### config.mk
export PLATFORM = sky130hd
export DESIGN_NAME = gpio_bank
export DESIGN_NICKNAME = d
export VERILOG_FILES = /design/src/rtl/gpio_bank_pkg.sv /design/src/rtl/gpio_bank_sync.sv /design/src/rtl/gpio_bank_ctrl.sv /design/src/rtl/gpio_bank_dp.sv /design/src/rtl/gpio_bank.sv
export SDC_FILE = /design/constraint.sdc
export NUM_CORES = 1
export LEC_CHECK = 0
export BUFFER_PORTS_ARGS = -buffer_cell sky130_fd_sc_hd__buf_2
export CAP_MARGIN = 10
export CORE_ASPECT_RATIO = 0.6
export CORE_MARGIN = 2
export CORE_UTILIZATION = 48
export CTS_BUF_LIST = sky130_fd_sc_hd__clkbuf_16
export DETAILED_ROUTE_END_ITERATION = 6
export GPL_ROUTABILITY_DRIVEN = 0
export HOLD_SLACK_MARGIN = 0.15
export MAX_ROUTING_LAYER = met4
export PLACE_DENSITY = 0.77
export SLEW_MARGIN = 25
export SYNTH_ARGS = -nofsm -noshare
export SYNTH_HDL_FRONTEND = slang
export SYNTH_SLANG_ARGS = --single-unit
### constraint.sdc
create_clock -name clk -period 1.5 [get_ports clk]
set_clock_uncertainty 0.15 [all_clocks]
set_input_delay 0.3 -clock clk [delete_from_list [all_inputs] [get_ports clk]]
set_output_delay 0.3 -clock clk [all_outputs]
set_load 0.03 [all_outputs]
### src/rtl/gpio_bank_pkg.sv
package gpio_bank_pkg;

  localparam int OFS_OUT  = 'h00;
  localparam int OFS_SET  = 'h04;
  localparam int OFS_CLR  = 'h08;
  localparam int OFS_FLIP = 'h0C;
  localparam int OFS_IN   = 'h10;
  localparam int OFS_DIR  = 'h14;

  typedef enum logic [1:0] {
    SEL_ZERO = 2'd0,
    SEL_OUT  = 2'd1,
    SEL_IN   = 2'd2,
    SEL_DIR  = 2'd3
  } rdSel_e;

  typedef struct packed {
    logic   loadOut;
    logic   setOut;
    logic   clrOut;
    logic   flipOut;
    logic   loadDir;
    logic   rdStrobe;
    rdSel_e rdSel;
  } ctrlStrb_t;

endpackage

### src/rtl/gpio_bank_sync.sv
module gpio_bank_sync #(
  parameter int WIDTH  = 32,
  parameter int STAGES = 2
) (
  input  logic             clk,
  input  logic             rstN,
  input  logic [WIDTH-1:0] asyncIn,
  output logic [WIDTH-1:0] syncOut
);
  logic [WIDTH-1:0] stage [STAGES];

  for (genvar g = 0; g < STAGES; g++) begin : g_stage
    if (g == 0) begin : g_first
      always_ff @(posedge clk) begin
        if (!rstN) stage[0] <= '0;
        else       stage[0] <= asyncIn;
      end
    end else begin : g_next
      always_ff @(posedge clk) begin
        if (!rstN) stage[g] <= '0;
        else       stage[g] <= stage[g-1];
      end
    end
  end

  assign syncOut = stage[STAGES-1];
endmodule

### src/rtl/gpio_bank_ctrl.sv
module gpio_bank_ctrl
  import gpio_bank_pkg::*;
#(
  parameter int ADDR_W = 5
) (
  input  logic              clk,
  input  logic              rstN,
  input  logic [ADDR_W-1:0] regAddr,
  input  logic              regWrEn,
  input  logic              regRdEn,
  output ctrlStrb_t         strb
);
  logic hitOut, hitSet, hitClr, hitFlip, hitIn, hitDir;

  // Exact byte-offset match: misaligned and out-of-range offsets hit nothing.
  assign hitOut  = (regAddr == ADDR_W'(OFS_OUT));
  assign hitSet  = (regAddr == ADDR_W'(OFS_SET));
  assign hitClr  = (regAddr == ADDR_W'(OFS_CLR));
  assign hitFlip = (regAddr == ADDR_W'(OFS_FLIP));
  assign hitIn   = (regAddr == ADDR_W'(OFS_IN));
  assign hitDir  = (regAddr == ADDR_W'(OFS_DIR));

  always_comb begin
    strb          = '0;
    strb.loadOut  = regWrEn & hitOut;
    strb.setOut   = regWrEn & hitSet;
    strb.clrOut   = regWrEn & hitClr;
    strb.flipOut  = regWrEn & hitFlip;
    strb.loadDir  = regWrEn & hitDir;
    strb.rdStrobe = regRdEn;
    if (hitOut)      strb.rdSel = SEL_OUT;
    else if (hitIn)  strb.rdSel = SEL_IN;
    else if (hitDir) strb.rdSel = SEL_DIR;
    else             strb.rdSel = SEL_ZERO;
  end


  one_write_strobe_chk: assert property (@(posedge clk) disable iff (!rstN)
    $onehot0({strb.loadOut, strb.setOut, strb.clrOut, strb.flipOut, strb.loadDir}));


  no_write_without_enable_chk: assert property (@(posedge clk) disable iff (!rstN)
    !regWrEn |-> !(strb.loadOut | strb.setOut | strb.clrOut | strb.flipOut | strb.loadDir));
endmodule

### src/rtl/gpio_bank_dp.sv
module gpio_bank_dp
  import gpio_bank_pkg::*;
#(
  parameter int PIN_W       = 32,
  parameter int SYNC_STAGES = 2
) (
  input  logic             clk,
  input  logic             rstN,
  input  ctrlStrb_t        strb,
  input  logic [PIN_W-1:0] wrData,
  input  logic [PIN_W-1:0] padIn,
  input  logic [PIN_W-1:0] padDigEn,
  output logic [PIN_W-1:0] rdData,
  output logic [PIN_W-1:0] padOut,
  output logic [PIN_W-1:0] padOutEn
);
  logic [PIN_W-1:0] outLatch, outNext;
  logic [PIN_W-1:0] dirMask;
  logic [PIN_W-1:0] pinSync;
  logic [PIN_W-1:0] rdMux;
  logic [PIN_W-1:0] rdReg;

  gpio_bank_sync #(.WIDTH(PIN_W), .STAGES(SYNC_STAGES)) i_sync (
    .clk     (clk),
    .rstN    (rstN),
    .asyncIn (padIn),
    .syncOut (pinSync)
  );

  always_comb begin
    outNext = outLatch;
    if (strb.loadOut)      outNext = wrData;
    else if (strb.setOut)  outNext = outLatch | wrData;
    else if (strb.clrOut)  outNext = outLatch & ~wrData;
    else if (strb.flipOut) outNext = outLatch ^ wrData;
  end

  always_ff @(posedge clk) begin
    if (!rstN) begin
      outLatch <= '0;
      dirMask  <= '0;
    end else begin
      outLatch <= outNext;
      if (strb.loadDir) dirMask <= wrData;
    end
  end

  always_comb begin
    unique case (strb.rdSel)
      SEL_OUT: rdMux = outLatch;
      SEL_IN:  rdMux = pinSync & padDigEn;
      SEL_DIR: rdMux = dirMask;
      default: rdMux = '0;
    endcase
  end

  always_ff @(posedge clk) begin
    if (!rstN)              rdReg <= '0;
    else if (strb.rdStrobe) rdReg <= rdMux;
    else                    rdReg <= '0;
  end

  assign rdData   = rdReg;
  assign padOut   = outLatch;
  assign padOutEn = dirMask;


  set_bits_high_chk: assert property (@(posedge clk) disable iff (!rstN)
    strb.setOut |=> ((padOut & $past(wrData)) == $past(wrData)) &&
                    ((padOut & ~$past(wrData)) == ($past(padOut) & ~$past(wrData))));


  clr_bits_low_chk: assert property (@(posedge clk) disable iff (!rstN)
    strb.clrOut |=> ((padOut & $past(wrData)) == '0) &&
                    ((padOut & ~$past(wrData)) == ($past(padOut) & ~$past(wrData))));


  flip_bits_chk: assert property (@(posedge clk) disable iff (!rstN)
    strb.flipOut |=> (padOut == ($past(padOut) ^ $past(wrData))));


  latch_hold_chk: assert property (@(posedge clk) disable iff (!rstN)
    !(strb.loadOut | strb.setOut | strb.clrOut | strb.flipOut) |=> $stable(padOut));


  dir_hold_chk: assert property (@(posedge clk) disable iff (!rstN)
    !strb.loadDir |=> $stable(padOutEn));


  rd_idle_zero_chk: assert property (@(posedge clk) disable iff (!rstN)
    !strb.rdStrobe |=> (rdData == '0));
endmodule

### src/rtl/gpio_bank.sv
module gpio_bank
  import gpio_bank_pkg::*;
#(
  parameter int PIN_W       = 32,
  parameter int ADDR_W      = 5,
  parameter int SYNC_STAGES = 2
) (
  input  logic              clk,
  input  logic              rstN,
  input  logic [ADDR_W-1:0] regAddr,
  input  logic              regWrEn,
  input  logic [PIN_W-1:0]  regWrData,
  input  logic              regRdEn,
  output logic [PIN_W-1:0]  regRdData,
  input  logic [PIN_W-1:0]  padIn,
  input  logic [PIN_W-1:0]  padDigEn,
  output logic [PIN_W-1:0]  padOut,
  output logic [PIN_W-1:0]  padOutEn
);
  ctrlStrb_t strb;

  gpio_bank_ctrl #(.ADDR_W(ADDR_W)) i_ctrl (
    .clk     (clk),
    .rstN    (rstN),
    .regAddr (regAddr),
    .regWrEn (regWrEn),
    .regRdEn (regRdEn),
    .strb    (strb)
  );

  gpio_bank_dp #(.PIN_W(PIN_W), .SYNC_STAGES(SYNC_STAGES)) i_dp (
    .clk      (clk),
    .rstN     (rstN),
    .strb     (strb),
    .wrData   (regWrData),
    .padIn    (padIn),
    .padDigEn (padDigEn),
    .rdData   (regRdData),
    .padOut   (padOut),
    .padOutEn (padOutEn)
  );


  reset_clear_chk: assert property (@(posedge clk)
    !rstN |=> (padOut == '0) && (padOutEn == '0) && (regRdData == '0));
endmodule

==> reports/qor.yml, run 1 <==
cts:
  clk_pin_slew_ns: 0.06
  cts_num_sinks: 160
  numCtsBuffers: 17
  clk_latency_ns: 0.42
  root_buffer: "clkbuf_16"
  htreeDepth: 4
  max-clock-path-buffers: 2
  cts_tree: "built"
synth:
  syn_nets: 1031
  ys_warn_count: 0
  synthXorXnorAreaFrac_pct: 0
  seq_area_frac_synth_pct: 41.8
  synth_area_sq_um: 7660
  synthMuxAreaShare_pct: 0
  synth_top_family_by_area: "compound AO/OA/AOI/OAI gates"
  synth_cell_types: 27
  synthCells: 862
  synth-simple-area-share_pct: 15.9
  synthAdderAreaFrac_pct: 10.5
  synth-seq-cells: 160
  syn_avg_cell_area_sq_um: 8.89
  synth_compound_area_share_pct: 23.7
route:
  post_drt_wl_per_cell_um: 17.3
  drcViolationCount: 0
  dr.pass1.iters: 5
  vias: 7727
  drt-total-wl_um: 24700
  ant_nets: 0
  vias_per_cell: 5.43
  drt_iter0_markers: 715
critical_path:
  worst-path-max-fanout: 4
  end_kind: "flop"
  reg2reg_from: "i_dp.padOut[10]$_SDFFE_PN0P_"
  required_ns: 1.63
  crit_type: "flop to flop"
  crit_end: "i_dp.padOut[10]$_SDFFE_PN0P_"
  r2r_cells: 5
  r2r_slack_ns: -0.01
  critPathLaunchType: "flop"
  worstPathArrival_ns: 1.64
  crit_path_start: "i_dp.padOut[10]$_SDFFE_PN0P_"
  r2r-end: "i_dp.padOut[10]$_SDFFE_PN0P_"
placement:
  hpwl_um: 14500
  port-buffer-count: 200
  pre_cts_ws_ns: -0.429
pwr:
  switching_power_w: 0.00257
  ir_drop_mv: 0.744
  clockPowerShare_pct: 41.9
  switching_share_pct: 25.8
  seqPwrFrac_pct: 44.4
  cellPowerDensity_nw_per_um2: 860
  total_leakage_power_nw: 5.12
  p_comb_share_pct: 13.7
  p_int_w: 0.00737
timing:
  setup_viol: 1
  drv_slew: 0
  slew_headroom_pct: 64.0
  period_minus_slack_ns: 1.51
  setup_ws_ns: -0.0133
  rsz0062_at_grt: "yes"
  worstMarginPinSlew_ns: 0.539
  final-hold-violation-count: 0
  post-route-period-util_pct: 101
  fmax_ghz: 0.661
floorplanning:
  die_area_sq_um: 17000
  fp.dieH_um: 102
  die-width_um: 167
  initial_core_util_pct: 49.6
  ioPinCount: 201
  fp-row-count: 35
  core-area_sq_um: 15500
cells_and_area:
  layout-drive-gt1-share_pct: 31.6
  final_nets: 1377
  syn_to_final_growth_pct: 50.7
  final_util_pct: 74.7
job:
  cap_violations: 0
global_routing:
  grt_pass1_wl_um: 37100
  grt_antenna_before_repair: 1
  grt_pass1_vias: 7410
  grt-ovfl-total: 0
  grt_max_degree: 71
  grt_usage_pct: 27.8
run_status:
  run_status: "finished, violations left"
  violations: "negative setup slack"
min_path:
  min_path_type: "input port to flop"
[cell type report]
cell class                 count  area, sq um
antenna                        1         2.50
clock buffer                  17          425
clock inverter                14          133
fill                        1081         3910
inverter                      65          244
multi-input combinational    561         3920
sequential                   160         3250
tap                          203          254
timing repair buffer         403         3320
[power groups by stage]
stage	clock network, W	logic [W]	registers, W
after CTS	0.00418	0.00127	0.00442
after detailed placement	0	0.00103	0.00451
after global routing	0.00439	0.00147	0.00442
final	0.00416	0.00136	0.00441
after global placement	0	0.00100	0.00451
after floorplan	0	0.000460	0.00458
[metrics by stage]
step	instance area [sq um]	hold slack (ns)	power (W)	instances	TNS [ns]
after floorplan	7740	0.262	0.00504	862	-1.37
after global placement	9520	0.263	0.00551	1275	-26.28
after detailed placement	9520	0.268	0.00554	1275	-28.51
after CTS	11200	0.217	0.00987	1405	0
after global routing	11500	0.250	0.0103	1424	-0.119
final	11500	0.238	0.00994	1424	-0.0133
[state kept, by name, indices dropped and copies added, names as in the netlist]
signal and flops:
i_dp.padOut 32, i_dp.i_sync.stage 64, i_dp.rdData 32, i_dp.padOutEn 32
[worst max-delay path, stage by stage, from the launching register on]
cell and delay (ns):
dfxtp_2 0.32, buf_4 0.15, ha_1 0.17, and3_1 0.14
o31ai_1 0.28, a31oi_1 0.16
[cells in the mapped netlist]
library cell / n / area share, %
a21boi_0: 23 / 2.3
a21boi_1: 40 / 3.9
a21oi_1: 34 / 2.2
a31oi_1: 32 / 2.6
a32oi_1: 63 / 7.2
and2_1: 66 / 5.4
and3_1: 32 / 2.6
buf_2: 35 / 2.3
buf_4: 7 / 0.69
buf_6: 3 / 0.44
clkbuf_1: 32 / 1.6
dfxtp_1: 160 / 42
ha_1: 64 / 10
inv_1: 65 / 3.2
nand2_1: 128 / 6.3
nand3_1: 2 / 0.13
nor2_1: 1 / 0.049
nor2b_1: 4 / 0.33
nor2b_2: 1 / 0.11
nor3_1: 1 / 0.065
nor3b_2: 2 / 0.33
nor4_4: 1 / 0.28
nor4b_4: 1 / 0.31
o211ai_1: 1 / 0.098
o211ai_4: 1 / 0.28
o21ai_0: 32 / 2.1
o31ai_1: 31 / 3.0
[worst min-delay path by stage]
| stage | slack, ns | start | end | cells after the start |
|---|---|---|---|---|
| 2_1_floorplan | 0.26 | i_dp.i_sync.stage[0][0]$_SDFF_PN0_ | i_dp.i_sync.stage[1][0]$_SDFF_PN0_ | 1 |
| 3_3_place_gp | 0.26 | i_dp.i_sync.stage[0][13]$_SDFF_PN0_ | i_dp.i_sync.stage[1][13]$_SDFF_PN0_ | 1 |
| 3_5_place_dp | 0.27 | i_dp.i_sync.stage[0][1]$_SDFF_PN0_ | i_dp.i_sync.stage[1][1]$_SDFF_PN0_ | 1 |
| 4_1_cts | 0.22 | regAddr[0] | i_dp.padOut[4]$_SDFFE_PN0P_ | 4 |
| 5_1_grt | 0.25 | rstN | i_dp.padOutEn[31]$_SDFFE_PN0P_ | 3 |
| 6_report | 0.24 | rstN | i_dp.padOut[2]$_SDFFE_PN0P_ | 4 |
[placed cells by master (no fill, tap or decap), drive strengths merged]
master / instances
buf: 298
dfxtp: 160
nand2: 128
dlygate4sd3: 99
inv: 69
and2: 66
ha: 64
a32oi: 63
a21boi: 63
a21oi: 34
and3: 32
o21ai: 32
a31oi: 32
o31ai: 31
clkbuf: 23
nor2b: 6
clkinvlp: 5
clkinv: 4
nor3b: 2
o211ai: 2
nand3: 2
diode: 1
nor4: 1
nor4b: 1
nor2: 1
nor3: 1
bufinv: 1
[kinds of logic after synthesis]
kind of cell | after synthesis
flip-flops | 160
AND/OR/NAND/NOR | 239
adder cells (fa/ha/maj) | 64
AO/OA/AOI/OAI | 257
buffers and inverters | 142
[what timing repair did]
item                                   CTS  global route
gates cloned                             0             8
hold buffers                            99             1
gates resized for setup                 37            33
endpoints found under the hold margin  128             1
setup endpoints to repair               22            37
pin swaps                                0            27
setup buffers                            0            10
[per-layer routing]
layer | global-route usage, % | wire (um) | vias to the layer above
li1 | - | - | 3690
met5 | - | 0 | -
met2 | 45.5 | 11500 | 354
met4 | 8.69 | 318 | 0
met3 | 4.76 | 1820 | 29
met1 | 35.6 | 11000 | 3654
Note: power is estimated with default switching activity, not from simulation.
==> run 2: changes to the inputs <==
--- a/config.mk
+++ b/config.mk
@@ -7,7 +7,7 @@
 export LEC_CHECK = 0
 export BUFFER_PORTS_ARGS = -buffer_cell sky130_fd_sc_hd__buf_2
 export CAP_MARGIN = 10
-export CORE_ASPECT_RATIO = 0.6
+export CORE_ASPECT_RATIO = 1.5
 export CORE_MARGIN = 2
 export CORE_UTILIZATION = 48
 export CTS_BUF_LIST = sky130_fd_sc_hd__clkbuf_16
==> run 2 against run 1 <==
Count of clock-buffer cells in the layout did not move; cell count fell by 0.70%; core utilization fell by 0.89 points; die area barely moved; the flow still finishes with violations (negative setup slack); combinational power fell by 4%; cell area fell by 0.13%; critical path type is now input port to flop.
==> reports/qor.yml, run 2 (same netlist as run 1, synthesis figures left out) <==
route:
  vias: 7783  # was 7,727
  drcViolationCount: 0  # unchanged
  vias_per_cell: 5.50  # was 5.43
  drt-total-wl_um: 24400  # was 24,700 um
  post_drt_wl_per_cell_um: 17.3  # about the same
  drt_iter0_markers: 492  # was 715
  ant_nets: 0  # unchanged
  dr.pass1.iters: 5  # unchanged
placement:
  port-buffer-count: 200  # unchanged
  hpwl_um: 14800  # was 14,500 um
  pre_cts_ws_ns: -0.467  # was -0.429 ns
run_status:
  violations: "negative setup slack"  # unchanged
  run_status: "finished, violations left"  # unchanged
timing:
  hold_slack_ns: 0.246  # was 0.238 ns
  period_minus_slack_ns: 1.54  # was 1.51 ns
  post-route-period-util_pct: 103  # was 101%
  rsz0062_at_grt: "yes"  # unchanged
  setup_ws_ns: -0.0404  # was -0.0133 ns
  worstMarginPinSlew_ns: 0.849  # was 0.539 ns
  setup_viol: 1  # unchanged
  final-hold-violation-count: 0  # unchanged
  fmax_ghz: 0.649  # was 0.661 GHz
  slew_headroom_pct: 43.3  # was 64.0%
  drv_slew: 0  # unchanged
cts:
  cts_tree: "built"  # unchanged
  htreeDepth: 4  # unchanged
  clk_pin_slew_ns: 0.07  # was 0.06 ns
  max-clock-path-buffers: 2  # unchanged
  numCtsBuffers: 17  # unchanged
  root_buffer: "clkbuf_16"  # unchanged
  clk_latency_ns: 0.43  # was 0.42 ns
  cts_num_sinks: 160  # unchanged
cells_and_area:
  num-fill-cells: 1061  # was 1,081
  most-common-layout-cells: "buf_2, nand2_1, dfxtp_1"  # unchanged
  final_nets: 1363  # was 1,377
  final_util_pct: 73.8  # was 74.7%
  mostFrequentLayoutCell: "buf_2"  # unchanged
  layout-drive-gt1-share_pct: 30.9  # was 31.6%
  largest_register: "i_dp.i_sync.stage"  # unchanged
  largest_reg_flops: 64  # unchanged
  syn_to_final_growth_pct: 50.5  # was 50.7%
pwr:
  switching_share_pct: 23.6  # was 25.8%
  ir_drop_mv: 0.882  # was 0.744 mV
  cellPowerDensity_nw_per_um2: 907  # was 860 nW/um^2
  switching_power_w: 0.00247  # was 0.00257 W
  clockPowerShare_pct: 45.3  # was 41.9%
  p_comb_share_pct: 12.4  # was 13.7%
  p_int_w: 0.00799  # was 0.00737 W
  seqPwrFrac_pct: 42.3  # was 44.4%
  total_leakage_power_nw: 5.09  # was 5.12 nW
critical_path:
  end_kind: "flop"  # unchanged
  crit_type: "input port to flop"  # was flop to flop
  r2r_slack_ns: 0  # was -0.01 ns
  r2r_cells: 5  # unchanged
  worstPathArrival_ns: 1.69  # was 1.64 ns
  critPathLaunchType: "input port"  # was flop
  worst-path-max-fanout: 9  # was 4
  required_ns: 1.65  # was 1.63 ns
global_routing:
  grt-ovfl-total: 0  # unchanged
  grt_pass1_wl_um: 37700  # was 37,100 um
  grt_usage_pct: 28.4  # was 27.8%
  grt_pass1_vias: 7778  # was 7,410
  grt_antenna_before_repair: 4  # was 1
  grt_max_degree: 47  # was 71
floorplanning:
  ioPinCount: 201  # unchanged
  die_area_sq_um: 17000  # about the same
  core-area_sq_um: 15600  # was 15,500 sq um
  fp-row-count: 56  # was 35
  die-width_um: 107  # was 167 um
  initial_core_util_pct: 49.0  # was 49.6%
  fp.dieH_um: 159  # was 102 um
min_path:
  holdPathStages: 4  # unchanged
  min_path_type: "input port to flop"  # unchanged
job:
  cap_violations: 0  # unchanged
[run 2: cell count changes in the layout (fill, tap and decap cells not counted), moves of 3 or more]
cell	delta
buf_4	-16
clkinvlp_4	-3
clkbuf_4	+8
bufinv_16	+4
buf_2	-4
diode_2	+3
[run 2: worst max-delay path: stages]
cell       delay (ns)
buf_4            0.14
nor4b_4          0.29
buf_6            0.16
buf_6            0.15
clkbuf_16        0.16
a21boi_1         0.06
o31ai_1          0.29
a31oi_1          0.13
[run 2: cell type report]
type                    count  area (sq um)  area share, %
clock buffers              17           425           3.69
repair buffers            390          3210           27.9
diodes                      4          10.0         0.0868
clock inverters            15           215           1.87
inverters                  65           244           2.12
flip-flops and latches    160          3260           28.3
well taps                 203           254           2.20
multi-input cells         560          3910           33.9
[run 2: repair_timing]
action / in CTS / in global routing
hold buffers: 97 / 0
gates resized for setup: 30 / 53
endpoints found under the hold margin: 127 / 0
gates cloned: 1 / 6
setup endpoints to repair: 24 / 72
setup buffers: 0 / 6
pin swaps: 5 / 24
[run 2: stage by stage]
step / area, sq um / TNS (ns) / instances / total power (W)
final: 11500 / -0.0404 / 1414 / 0.0105
after CTS: 11200 / -0.0568 / 1402 / 0.0104
after detailed placement: 9470 / -33.06 / 1272 / 0.00552
after global placement: 9470 / -28.35 / 1272 / 0.00549
after global routing: 11500 / -0.596 / 1414 / 0.0108
after floorplan: 7740 / -1.37 / 862 / 0.00504
[run 2: layer usage]
metal  global-route usage [%]  up-vias  wire, um  part of all wire [%]
li1                         -     3676         -                     -
met3                     5.09       59      1260                   5.2
met1                     31.3     3748      9490                    39
met4                     12.7        0       807                   3.3
met5                        -        -         0                     0
met2                     49.3      300     12900                    53
[run 2: path summary, 6_finish.rpt]
path / from / endpoint
worst max register to register: i_dp.padOut[11]$_SDFFE_PN0P_ / i_dp.padOut[11]$_SDFFE_PN0P_
worst max-delay path: regAddr[0] / i_dp.padOut[11]$_SDFFE_PN0P_
worst min-delay path: regRdEn / i_dp.rdData[28]$_SDFF_PN0_
worst min register to register: i_dp.i_sync.stage[0][25]$_SDFF_PN0_ / i_dp.i_sync.stage[1][25]$_SDFF_PN0_
[run 2: power by group through the flow]
stage	clock [W]	combinational [W]	sequential (W)
6_report	0.00474	0.00130	0.00443
5_1_grt	0.00498	0.00140	0.00444
4_1_cts	0.00479	0.00123	0.00443
3_5_place_dp	0	0.000996	0.00452
3_3_place_gp	0	0.000973	0.00452
2_1_floorplan	0	0.000460	0.00458
==> run 3: changes to the inputs <==
--- a/config.mk
+++ b/config.mk
@@ -16,6 +16,7 @@
 export HOLD_SLACK_MARGIN = 0.15
 export MAX_ROUTING_LAYER = met4
 export PLACE_DENSITY = 0.77
+export RECOVER_POWER = 100
 export SLEW_MARGIN = 25
 export SYNTH_ARGS = -nofsm -noshare
 export SYNTH_HDL_FRONTEND = slang
==> run 3 against run 2 <==
The run still ends with negative setup slack left; setup slack lost 0.013 ns; combinational power hardly changed; critical path depth stayed put; wire length about the same; critical endpoint unchanged.
==> reports/qor.yml, run 3 (same netlist as run 1, synthesis figures left out) <==
min_path:
  hold_start: "regRdEn"  # unchanged
  min_path_type: "input port to flop"  # unchanged
  holdPathEnd: "i_dp.rdData[28]$_SDFF_PN0_"  # unchanged
  holdPathStages: 4  # unchanged
placement:
  place_area_sq_um: 9470  # unchanged
  port-buffer-count: 200  # unchanged
  hpwl_um: 14800  # unchanged
  place_inst: 1272  # unchanged
route:
  drt-total-wl_um: 24400  # about the same
  drcViolationCount: 0  # unchanged
  drt_iter0_markers: 490  # was 492
  ant_nets: 0  # unchanged
  post_drt_wl_per_cell_um: 17.3  # about the same
  vias_per_cell: 5.50  # unchanged
  vias: 7783  # unchanged
  dr.pass1.iters: 5  # unchanged
floorplanning:
  core-area_sq_um: 15600  # unchanged
  die_area_sq_um: 17000  # unchanged
  fp.dieH_um: 159  # unchanged
  fp-row-count: 56  # unchanged
  ioPinCount: 201  # unchanged
  initial_core_util_pct: 49.0  # unchanged
  die-width_um: 107  # unchanged
cts:
  clk_pin_slew_ns: 0.07  # about the same
  max-clock-path-buffers: 2  # unchanged
  clk_latency_ns: 0.43  # about the same
  htreeDepth: 4  # unchanged
  root_buffer: "clkbuf_16"  # unchanged
  numCtsBuffers: 17  # unchanged
  cts_num_sinks: 160  # unchanged
  cts_tree: "built"  # unchanged
global_routing:
  grt_max_degree: 47  # unchanged
  grt_pass1_vias: 7778  # unchanged
  grt_usage_pct: 28.4  # unchanged
  grt_antenna_before_repair: 4  # unchanged
  grt_pass1_wl_um: 37700  # unchanged
  grt-ovfl-total: 0  # unchanged
timing:
  drv_slew: 0  # unchanged
  slew_headroom_pct: 43.0  # was 43.3%
  final-hold-violation-count: 0  # unchanged
  post-route-period-util_pct: 104  # was 103%
  setup_viol: 1  # unchanged
  worstMarginPinSlew_ns: 0.854  # was 0.849 ns
  setup_ws_ns: -0.0533  # was -0.0404 ns
  rsz0062_at_grt: "yes"  # unchanged
  period_minus_slack_ns: 1.55  # was 1.54 ns
  hold_slack_ns: 0.241  # was 0.246 ns
  fmax_ghz: 0.644  # was 0.649 GHz
cells_and_area:
  mostFrequentLayoutCell: "buf_2"  # unchanged
  most-common-layout-cells: "buf_2, nand2_1, dfxtp_1"  # unchanged
  fin_area_sq_um: 11500  # unchanged
  largest_reg_flops: 64  # unchanged
  largest_register: "i_dp.i_sync.stage"  # unchanged
  multi_input_area_sq_um: 3910  # unchanged
  instances_no_fill: 1414  # unchanged
  num-fill-cells: 1061  # unchanged
  regArea_sq_um: 3260  # unchanged
  layout-drive-gt1-share_pct: 30.9  # unchanged
  syn_to_final_growth_pct: 50.5  # unchanged
  final_util_pct: 73.8  # unchanged
  final_nets: 1363  # unchanged
pwr:
  total_leakage_power_nw: 5.08  # was 5.09 nW
  total_power_w: 0.0105  # about the same
  cellPowerDensity_nw_per_um2: 908  # was 907 nW/um^2
  ir_drop_mv: 0.882  # about the same
critical_path:
  end_kind: "flop"  # unchanged
  critPathLaunchType: "input port"  # unchanged
  r2r_slack_ns: 0  # about the same
  required_ns: 1.65  # about the same
  reg2reg_from: "i_dp.padOut[11]$_SDFFE_PN0P_"  # unchanged
  cpPeakStageDelay_ns: 0.29  # about the same
  crit_type: "input port to flop"  # unchanged
  cpMaxStageDelayCell: "nor4b_4"  # unchanged
  worst-path-max-fanout: 9  # unchanged
  crit_chain: "buf_4, nor4b_4, buf_6, buf_6, clkbuf_16, a21boi_1, o31ai_1, a31oi_1"  # unchanged
  crit_top_cell: "buf_6"  # unchanged
  worstPathArrival_ns: 1.70  # was 1.69 ns
  r2r_cells: 5  # unchanged
  r2r-end: "i_dp.padOut[11]$_SDFFE_PN0P_"  # unchanged
job:
  cap_violations: 0  # unchanged
run_status:
  run_status: "finished, violations left"  # unchanged
  violations: "negative setup slack"  # unchanged
[run 3: area by class of cell]
class | count | area share [%]
multi-input cells | 560 | 33.9
flip-flops and latches | 160 | 28.3
repair buffers | 390 | 27.9
clock buffers | 17 | 3.69
well taps | 203 | 2.20
inverters | 65 | 2.12
clock inverters | 15 | 1.87
diodes | 4 | 0.0868
[run 3: stage by stage]
stage | worst slack [ns] | TNS [ns]
final | -0.0533 | -0.0533
after global routing | -0.133 | -0.596
after CTS | -0.0171 | -0.0568
after detailed placement | -0.467 | -33.06
after global placement | -0.408 | -28.35
after floorplan | -0.0570 | -1.37
[run 3: report_power, final]
group          internal [W]  switching, W  total (W)  leakage (nW)
clock network       0.00295       0.00179    0.00474         0.308
registers           0.00436     0.0000653    0.00443          1.32
logic              0.000681      0.000616    0.00130          3.45
[run 3: worst max-delay path: cells and delay by family]
| family | cells | cell delay, ns |
|---|---|---|
| compound gates | 3 | 0.48 |
| buf+inv | 4 | 0.62 |
| simple gates | 1 | 0.29 |
[run 3: layer usage]
| metal | GRT usage, % | up-vias | part of all wire, % |
|---|---|---|---|
| met5 | - | - | 0 |
| met4 | 12.7 | 0 | 3.1 |
| met3 | 5.09 | 51 | 5.0 |
| met2 | 49.3 | 291 | 53 |
| met1 | 31.3 | 3765 | 39 |
| li1 | - | 3676 | - |
[run 3: worst max-delay path by stage]
stage / depth (start not counted) / startpoint / end / slack (ns)
3_3_place_gp: 7 / regAddr[0] / i_dp.padOut[29]$_SDFFE_PN0P_ / -0.41
6_report: 8 / regAddr[0] / i_dp.padOut[11]$_SDFFE_PN0P_ / -0.05
5_1_grt: 8 / regAddr[0] / i_dp.padOut[11]$_SDFFE_PN0P_ / -0.13
3_5_place_dp: 7 / regAddr[0] / i_dp.padOut[29]$_SDFFE_PN0P_ / -0.47
2_1_floorplan: 6 / regAddr[0] / i_dp.padOut[21]$_SDFFE_PN0P_ / -0.06
4_1_cts: 7 / regAddr[1] / i_dp.padOut[7]$_SDFFE_PN0P_ / -0.02
[run 3: timing repair]
item / 4_1_cts / 5_1_grt
resized for setup: 30 / 53
setup buffers: 0 / 6
endpoints found under the hold margin: 127 / 0
hold buffers: 97 / 0
pin swaps: 5 / 24
cloned: 1 / 6
setup endpoints to repair: 24 / 72
